**config.mk**
```make
export PLATFORM = sky130hd
export DESIGN_NAME = inv_frame_tx
export DESIGN_NICKNAME = d
export VERILOG_FILES = /design/src/rtl/inv_tx_pkg.sv /design/src/rtl/inv_tx_bittimer.sv /design/src/rtl/inv_tx_shreg.sv /design/src/rtl/inv_tx_bitcnt.sv /design/src/rtl/inv_frame_tx.sv
export SDC_FILE = /design/constraint.sdc
export NUM_CORES = 1
export LEC_CHECK = 0
export ABC_AREA = 1
export ABC_CLOCK_PERIOD_IN_PS = 1900
export BUFFER_PORTS_ARGS = -buffer_cell sky130_fd_sc_hd__buf_4
export CAP_MARGIN = 20
export CORE_AREA = 2 2 51 53
export CTS_BUF_LIST = sky130_fd_sc_hd__clkbuf_2
export DETAILED_ROUTE_END_ITERATION = 8
export DIE_AREA = 0 0 53 55
export PLACE_DENSITY = 0.73
export SYNTH_ARGS = -nofsm -noshare
export SYNTH_HDL_FRONTEND = slang
export SYNTH_SLANG_ARGS = --single-unit
```
**constraint.sdc**
```tcl
create_clock -name clk -period 1.9 [get_ports clk]
set_input_delay 0.095 -clock clk [delete_from_list [all_inputs] [get_ports clk]]
set_output_delay 0.095 -clock clk [all_outputs]
set_load 0.05 [all_outputs]
```
**src/rtl/inv_tx_pkg.sv**
```systemverilog
package inv_tx_pkg;
    typedef enum logic [1:0] {
        S_IDLE = 2'd0,
        S_SEND = 2'd1,
        S_DONE = 2'd2
    } tx_state_e;
endpackage

```
**src/rtl/inv_tx_bittimer.sv**
```systemverilog
module inv_tx_bittimer #(
    parameter int BIT_CYCLES = 16
) (
    input  logic clk,
    input  logic rst_n,
    input  logic clr_i,
    input  logic en_i,
    output logic tick_o
);
    localparam int CW = $clog2(BIT_CYCLES > 1 ? BIT_CYCLES : 2);
    localparam logic [CW-1:0] MAX_C = CW'(BIT_CYCLES - 1);

    typedef struct packed {
        logic [CW-1:0] cnt;
    } tmr_t;

    tmr_t tmr_d, tmr_q;

    always_comb begin
        tmr_d = tmr_q;
        if (clr_i) begin
            tmr_d.cnt = '0;
        end else if (en_i) begin
            tmr_d.cnt = (tmr_q.cnt == MAX_C) ? '0 : tmr_q.cnt + 1'b1;
        end
    end

    always_ff @(posedge clk or negedge rst_n) begin
        if (!rst_n) tmr_q <= '0;
        else        tmr_q <= tmr_d;
    end

    assign tick_o = en_i && !clr_i && (tmr_q.cnt == MAX_C);


    cnt_range_chk: assert property (@(posedge clk) disable iff (!rst_n)
        tmr_q.cnt <= MAX_C);
endmodule

```
**src/rtl/inv_tx_shreg.sv**
```systemverilog
module inv_tx_shreg #(
    parameter int WIDTH = 10
) (
    input  logic             clk,
    input  logic             rst_n,
    input  logic             load_i,
    input  logic             shift_i,
    input  logic [WIDTH-1:0] par_i,
    output logic             bit_o
);
    typedef struct packed {
        logic [WIDTH-1:0] sh;
    } sr_t;

    sr_t sr_d, sr_q;

    always_comb begin
        sr_d = sr_q;
        if (load_i) begin
            sr_d.sh = par_i;
        end else if (shift_i) begin
            sr_d.sh = {1'b0, sr_q.sh[WIDTH-1:1]};
        end
    end

    always_ff @(posedge clk or negedge rst_n) begin
        if (!rst_n) sr_q <= '0;
        else        sr_q <= sr_d;
    end

    assign bit_o = sr_q.sh[0];


    hold_chk: assert property (@(posedge clk) disable iff (!rst_n)
        (!load_i && !shift_i) |=> $stable(bit_o));
endmodule

```
**src/rtl/inv_tx_bitcnt.sv**
```systemverilog
module inv_tx_bitcnt #(
    parameter int LAST = 9
) (
    input  logic clk,
    input  logic rst_n,
    input  logic clr_i,
    input  logic inc_i,
    output logic last_o
);
    localparam int CW = $clog2(LAST + 1 > 1 ? LAST + 1 : 2);
    localparam logic [CW-1:0] LAST_C = CW'(LAST);

    typedef struct packed {
        logic [CW-1:0] cnt;
    } bc_t;

    bc_t bc_d, bc_q;

    always_comb begin
        bc_d = bc_q;
        if (clr_i)      bc_d.cnt = '0;
        else if (inc_i) bc_d.cnt = bc_q.cnt + 1'b1;
    end

    always_ff @(posedge clk or negedge rst_n) begin
        if (!rst_n) bc_q <= '0;
        else        bc_q <= bc_d;
    end

    assign last_o = (bc_q.cnt == LAST_C);


    count_range_chk: assert property (@(posedge clk) disable iff (!rst_n)
        bc_q.cnt <= LAST_C);
endmodule

```
**src/rtl/inv_frame_tx.sv**
```systemverilog
module inv_frame_tx
    import inv_tx_pkg::*;
#(
    parameter int DATA_W     = 8,
    parameter int BIT_CYCLES = 16
) (
    input  logic              clk,
    input  logic              rst_n,
    input  logic              send_n,
    input  logic [DATA_W-1:0] byte_i,
    output logic              line_o,
    output logic              done_o
);
    localparam int   FRAME_BITS = DATA_W + 2;
    localparam logic START_LVL  = 1'b1;
    localparam logic STOP_LVL   = 1'b0;

    typedef struct packed {
        tx_state_e  st;
        logic [2:0] sync;
    } ctl_t;

    ctl_t ctl_d, ctl_q;

    logic fall, tick, last, load, shift, cnt_inc;
    logic [FRAME_BITS-1:0] frame_vec;

    assign fall      = ctl_q.sync[2] && !ctl_q.sync[1];
    assign frame_vec = {STOP_LVL, byte_i, START_LVL};

    always_comb begin
        ctl_d      = ctl_q;
        ctl_d.sync = {ctl_q.sync[1:0], send_n};
        load       = 1'b0;
        shift      = 1'b0;
        unique case (ctl_q.st)
            S_IDLE: begin
                if (fall) begin
                    load     = 1'b1;
                    ctl_d.st = S_SEND;
                end
            end
            S_SEND: begin
                if (tick) begin
                    shift = 1'b1;
                    if (last) ctl_d.st = S_DONE;
                end
            end
            S_DONE: begin
                if (tick) ctl_d.st = S_IDLE;
            end
            default: ctl_d.st = S_IDLE;
        endcase
    end

    assign cnt_inc = shift && !last;

    always_ff @(posedge clk or negedge rst_n) begin
        if (!rst_n) begin
            ctl_q.st   <= S_IDLE;
            ctl_q.sync <= 3'b111;
        end else begin
            ctl_q <= ctl_d;
        end
    end

    inv_tx_bittimer #(.BIT_CYCLES(BIT_CYCLES)) u_timer (
        .clk   (clk),
        .rst_n (rst_n),
        .clr_i (load),
        .en_i  (ctl_q.st != S_IDLE),
        .tick_o(tick)
    );

    inv_tx_shreg #(.WIDTH(FRAME_BITS)) u_shreg (
        .clk    (clk),
        .rst_n  (rst_n),
        .load_i (load),
        .shift_i(shift),
        .par_i  (frame_vec),
        .bit_o  (line_o)
    );

    inv_tx_bitcnt #(.LAST(FRAME_BITS - 1)) u_bitcnt (
        .clk   (clk),
        .rst_n (rst_n),
        .clr_i (load),
        .inc_i (cnt_inc),
        .last_o(last)
    );

    assign done_o = (ctl_q.st == S_DONE);


    idle_low_chk: assert property (@(posedge clk) disable iff (!rst_n)
        (ctl_q.st == S_IDLE) |-> !line_o);


    done_quiet_chk: assert property (@(posedge clk) disable iff (!rst_n)
        done_o |-> !line_o);


    start_bit_chk: assert property (@(posedge clk) disable iff (!rst_n)
        (ctl_q.st == S_IDLE && fall) |=> line_o);


    frame_hold_chk: assert property (@(posedge clk) disable iff (!rst_n)
        (ctl_q.st == S_SEND && !tick) |=> (ctl_q.st == S_SEND));
endmodule

```
## Yosys cells after proc, flatten, opt, wreduce, memory -nomap -nowiden

Cells that the tools add are included.

- $add $sub $neg: 2
- Equality and inequality tests: 8
- Multiplexer cells: 16
- Reductions and logical operators: 13

Operators with widths:

| operator | count |
|---|---|
| $mux 10 | 2 |
| $mux 4 | 5 |
| $add 4x1->4 const B | 2 |
| $eq 4x4->1 const B | 2 |
| $mux 2 | 4 |
| $reduce_bool 2->1 | 4 |
| $ne 2x2->1 const B | 3 |
| $pmux 2 s3 | 1 |
| $logic_and 1x1->1 | 4 |
| $mux 1 | 4 |
| $reduce_and 4->1 | 1 |
| $logic_not 1->1 | 3 |
| $eq 2x1->1 const B | 1 |
| $eq 2x2->1 const B | 1 |
| $logic_not 2->1 | 1 |
| $ne 2x1->1 const B | 1 |

- Register bits: 23
- Input port bits: 11
- Output and inout bits: 2
- Word-level logic and storage cells: 44

## Longest topological paths before layout

- Word-level depth: 12
- Mapped depth: 8
- Gate-level depth less buffers: 7

## Cells and area by module

From an unflattened synthesis, not the netlist that was laid out.

- Cell total of the unflattened synthesis: 133
- Area total of the unflattened synthesis: 1,116.1 um^2

By module, submodules not included:

| module | instances | cells each | area each (um^2) | sequential area each (um^2) |
|---|---|---|---|---|
| inv_tx_shreg | 1 | 53 | 444.2 | 250.2 |
| inv_tx_bittimer | 1 | 28 | 230.2 | 100.1 |
| inv_tx_bitcnt | 1 | 27 | 225.2 | 100.1 |
| inv_frame_tx | 1 | 25 | 216.5 | 128.9 |

## Least setup slack after synthesis

Ideal clock, no wire load.

- Path kind: flip-flop to flip-flop
- Start: reg ctl_q[4] in the netlist's numbering
- End: reg ctl_q[4] in the netlist's numbering
- Library setup time: 0.083 ns
- Arrival: 1.297 ns
- Required time: 1.817 ns
- Path slack: 0.520 ns
- Stages on the path, launching flop included: 5
- Path buffers: 0
- Period minus slack after synthesis: 1.380 ns
- Cells stage by stage: dfrtp_1 -> inv_1 -> nor2_1 -> nand2_1 -> o21ai_0

- Elaborated cells on any way between the ends: 14
- Classes of those cells: eq/ne: 6; mux: 2; reduce/logical: 6

RTL lines:

| what | line | RTL |
|---|---|---|
| from (decl) | inv_frame_tx.sv:23 | `ctl_t ctl_d, ctl_q;` |
| from (signal assigned) | inv_frame_tx.sv:63 | `ctl_q <= ctl_d;` |
| $eq 2x2->1 * | n/a |  |
| net done_o | inv_frame_tx.sv:12 | `output logic done_o` |
| $ne 2x1->1 (no line) | n/a |  |
| $reduce_and 4->1 (no line) | n/a |  |

Mark *: on every way through the listed nets, which the timed path passes. The rest lies on a longest branch.
A chain may end at the register's enable or synchronous reset.

## Final worst setup path

- Start: reg u_timer.tmr_q[0] in the netlist's numbering
- End: reg u_shreg.sr_q[6] in the netlist's numbering

- Longest elaborated chain between the ends: 5

RTL lines:

| what | line | RTL |
|---|---|---|
| from (decl) | inv_tx_bittimer.sv:17 | `tmr_t tmr_d, tmr_q;` |
| from (signal assigned) | inv_tx_bittimer.sv:30 | `else tmr_q <= tmr_d;` |
| $eq 4x4->1 | inv_tx_bittimer.sv:33 | `assign tick_o = en_i && !clr_i && (tmr_q.cnt == MAX_C);` |
| $logic_and 1x1->1 | inv_tx_bittimer.sv:33 |  |
| $mux 1 | inv_frame_tx.sv:44 | `if (tick) begin` |
| $mux 1 | inv_frame_tx.sv:36 | `unique case (ctl_q.st)` |
| $reduce_bool 2->1 (no line) | n/a |  |
| to (signal assigned) | inv_tx_shreg.sv:28 | `else sr_q <= sr_d;` |
| to (decl) | inv_tx_shreg.sv:15 | `sr_t sr_d, sr_q;` |

No other way between the ends.

==> results by group <==
Power and ir drop
  – PD cells: 1090 nW/um^2
  – Max IR drop VDD: 0.000579 V
  – Leak: 0.682 nW

Drt
  – Routed length per placed instance: 12.1 um
  – Vias per cell: between 4 and 5
  – Drt pass-1 iters: 4
  – DRT iter0 DRCs: 17
  – Post-route ant nets: 0
  – Vias: 924
  – Final wirelength: 2230 um
  – DRC: 0

Synthesis
  – Post-synth top area cell: dfrtp_1
  – YS warnings: 0
  – Count of cell types in the netlist: 18
  – Synth Instances: 139
  – Register area share after synthesis: 48.7%
  – Top cell type's share of synthesized area: a little over two fifths
  – Syn Nets: 153
  – Flops & latches, synth: 22
  – Mean post-synth cell area: 8.19 sq um
  – Post-synthesis cell area: 1140 sq um
  – Area contributors post-synth: dfrtp_1 42%, nand2_1 17%, nand3_1 10%, dfstp_2 6.9%, inv_1 4.3%

Place
  – I/O Buffers: 12
  – Post-detail-place hpwl: approximately 1600 um
  – Post-Place Cell Area: 1240 sq um
  – GP Congestion: between 0.7 and 0.8

Finish
  – Area Overhead vs Synth: 13.2%
  – Antenna cells: 0
  – Leading cell type in the layout, fill and taps excluded: nand2_1
  – Net count reported at finish: 170
  – Finished Core Util: ~54%
  – Most frequent cells in the layout: 53 x nand2_1, 23 x nand3_1, 19 x dfrtp_1
  – Fraction of layout cells with a size suffix above 1: between 10% and 20%
  – Fillers: 240
  – Post-route cell area: 1290 sq um

CTS
  – Clk pin slew, worst setup/hold paths: 0.21 ns
  – Bufs on Longest Clock Path: 2
  – CTS tree: built
  – Worst skew pair latency: 0.33 ns
  – Root buf cell: clkbuf_2
  – H-tree levels: 1
  – CTS Buf Count: 3
  – PostCTS Resize Cnt: 0
  – Clock sinks: 22

Floorplanning
  – Standard-cell row count: 18
  – Die Y: 55 um
  – Die X: 53 um
  – # IOs: 13
  – Starting density of the core: 48.1%
  – Core area: 2360 sq um
  – Die area: approximately 2900 sq um

Critical path
  – Startpoint types: register
  – Reg2Reg Depth: 7
  – CP Data Required Time: ~2.2 ns
  – CP Class: register to register
  – Crit. End Element: register
  – CP max FO: 11
  – CP arrival: 1.83 ns

Global route
  – Aggregate global routing overflow: 0
  – First-pass GRT wire length: 3770 um
  – GR Util All Layers: 18.3%
  – Vias in the first global route: 865
  – Largest net degree at the start of global routing: 24
  – Initial antenna violation count: 0

Worst hold path
  – Worst hold stages: 5
  – Hold Crit Class: primary input to register

Timing
  – Fin crit share: 82.8%
  – Post-route minimum period: 1.57 ns
  – Final setup vio count: 0
  – Endpoints failing hold: 0
  – Worst-Margin Slew: around 0.37 ns
  – Setup TNS: 0 ns
  – RSZ-0062 raised after global routing: false
  – Slew headroom: between 70% and 80%
  – Clock skew: between 0.015 and 0.02 ns
  – Achievable Freq: 0.636 GHz
  – Final Max Slew Viols: 0

Flow run
  – Max cap viols: 0

Status
  – Status: complete, no violations
## stage by stage
step	power (W)	hold slack, ns	std cells	setup WS (ns)
after CTS	0.00142	0.0598	185	0.314
final	0.00141	0.0726	185	0.328
after global routing	0.00154	0.0803	185	0.119
after global placement	0.00120	-0.00134	178	0.376
after detailed placement	0.00123	0.00186	178	0.324
after floorplan	0.00109	-0.201	139	0.520
## state kept, by name (all words and copies together), names as in the netlist
signal,flops
ctl_d,2
u_timer.tmr_q,4
u_bitcnt.bc_q,4
u_shreg.sr_q,9
ctl_q,3
## cell type report
type / count / area, sq um / share of cell area, %
clock inverter: 1 / 3.75 / 0.291
sequential: 22 / 554 / 43.0
tap: 30 / 37.5 / 2.91
timing repair buffer: 15 / 120 / 9.32
clock buffer: 3 / 15.0 / 1.17
inverter: 13 / 48.8 / 3.79
multi-input combinational: 101 / 509 / 39.5
## cells in the mapped netlist
library cell	instances
a21oi_1	1
buf_4	2
buf_6	1
dfrtp_1	19
dfstp_2	3
ha_1	3
inv_1	13
nand2_1	53
nand2_2	1
nand2_4	1
nand3_1	23
nand4_1	3
nor2_1	4
nor2_4	3
nor2_8	1
o21ai_0	6
o21ai_2	1
xnor2_1	1
## power breakdown
group	switching (W)	internal (W)	leakage (nW)	total, W
clock	0.000140	0.0000457	0.0140	0.000185
combinational	0.000286	0.000187	0.396	0.000473
sequential	0.000131	0.000616	0.273	0.000747
total	0.000556	0.000849	0.682	0.00141
## path summary, 6_finish.rpt
path | from | to | slack (ns)
max in group asynchronous | rst_n | ctl_d[2] | 1.46
min reg2reg | ctl_d[1] | ctl_d[2] | 0.39
min in group asynchronous | rst_n | ctl_q[3] | 0.15
max | u_timer.tmr_q[0] | u_shreg.sr_q[6] | 0.33
max reg2reg | u_timer.tmr_q[0] | u_shreg.sr_q[6] | 0.33
min | byte_i[4] | u_shreg.sr_q[5] | 0.07
## worst max-delay path: stages (launching register included)
cell and delay (ns):
dfrtp_1 0.46, ha_1 0.24, nand2_1 0.07, nor2_1 0.04, nand2_1 0.28, nand2_1 0.23, nand2_1 0.13, nand2_1 0.06
## cell families after synthesis
family	share of synthesized area, %
AO/OA/AOI/OAI	3.85
XOR/XNOR	0.769
adder cells (fa/ha/maj)	3.30
buffers and inverters	6.59
flip-flops	48.7
AND/OR/NAND/NOR	36.8
## layer usage
| layer | track usage, % | part of all wire, % | vias to the layer above |
|---|---|---|---|
| met2 | 31.9 | 50 | 18 |
| met4 | 5.13 | 0.85 | 0 |
| met5 | 0 | 0 | - |
| met1 | 21.9 | 44 | 427 |
| met3 | 5.91 | 4.3 | 2 |
| li1 | - | - | 477 |
## repair_timing
| item | in CTS | in global routing |
|---|---|---|
| buffers inserted | 0 | 0 |
| hold buffers | 3 | 0 |
| endpoints found under the hold margin | 24 | 0 |
Power figures use the tool's default switching activity.
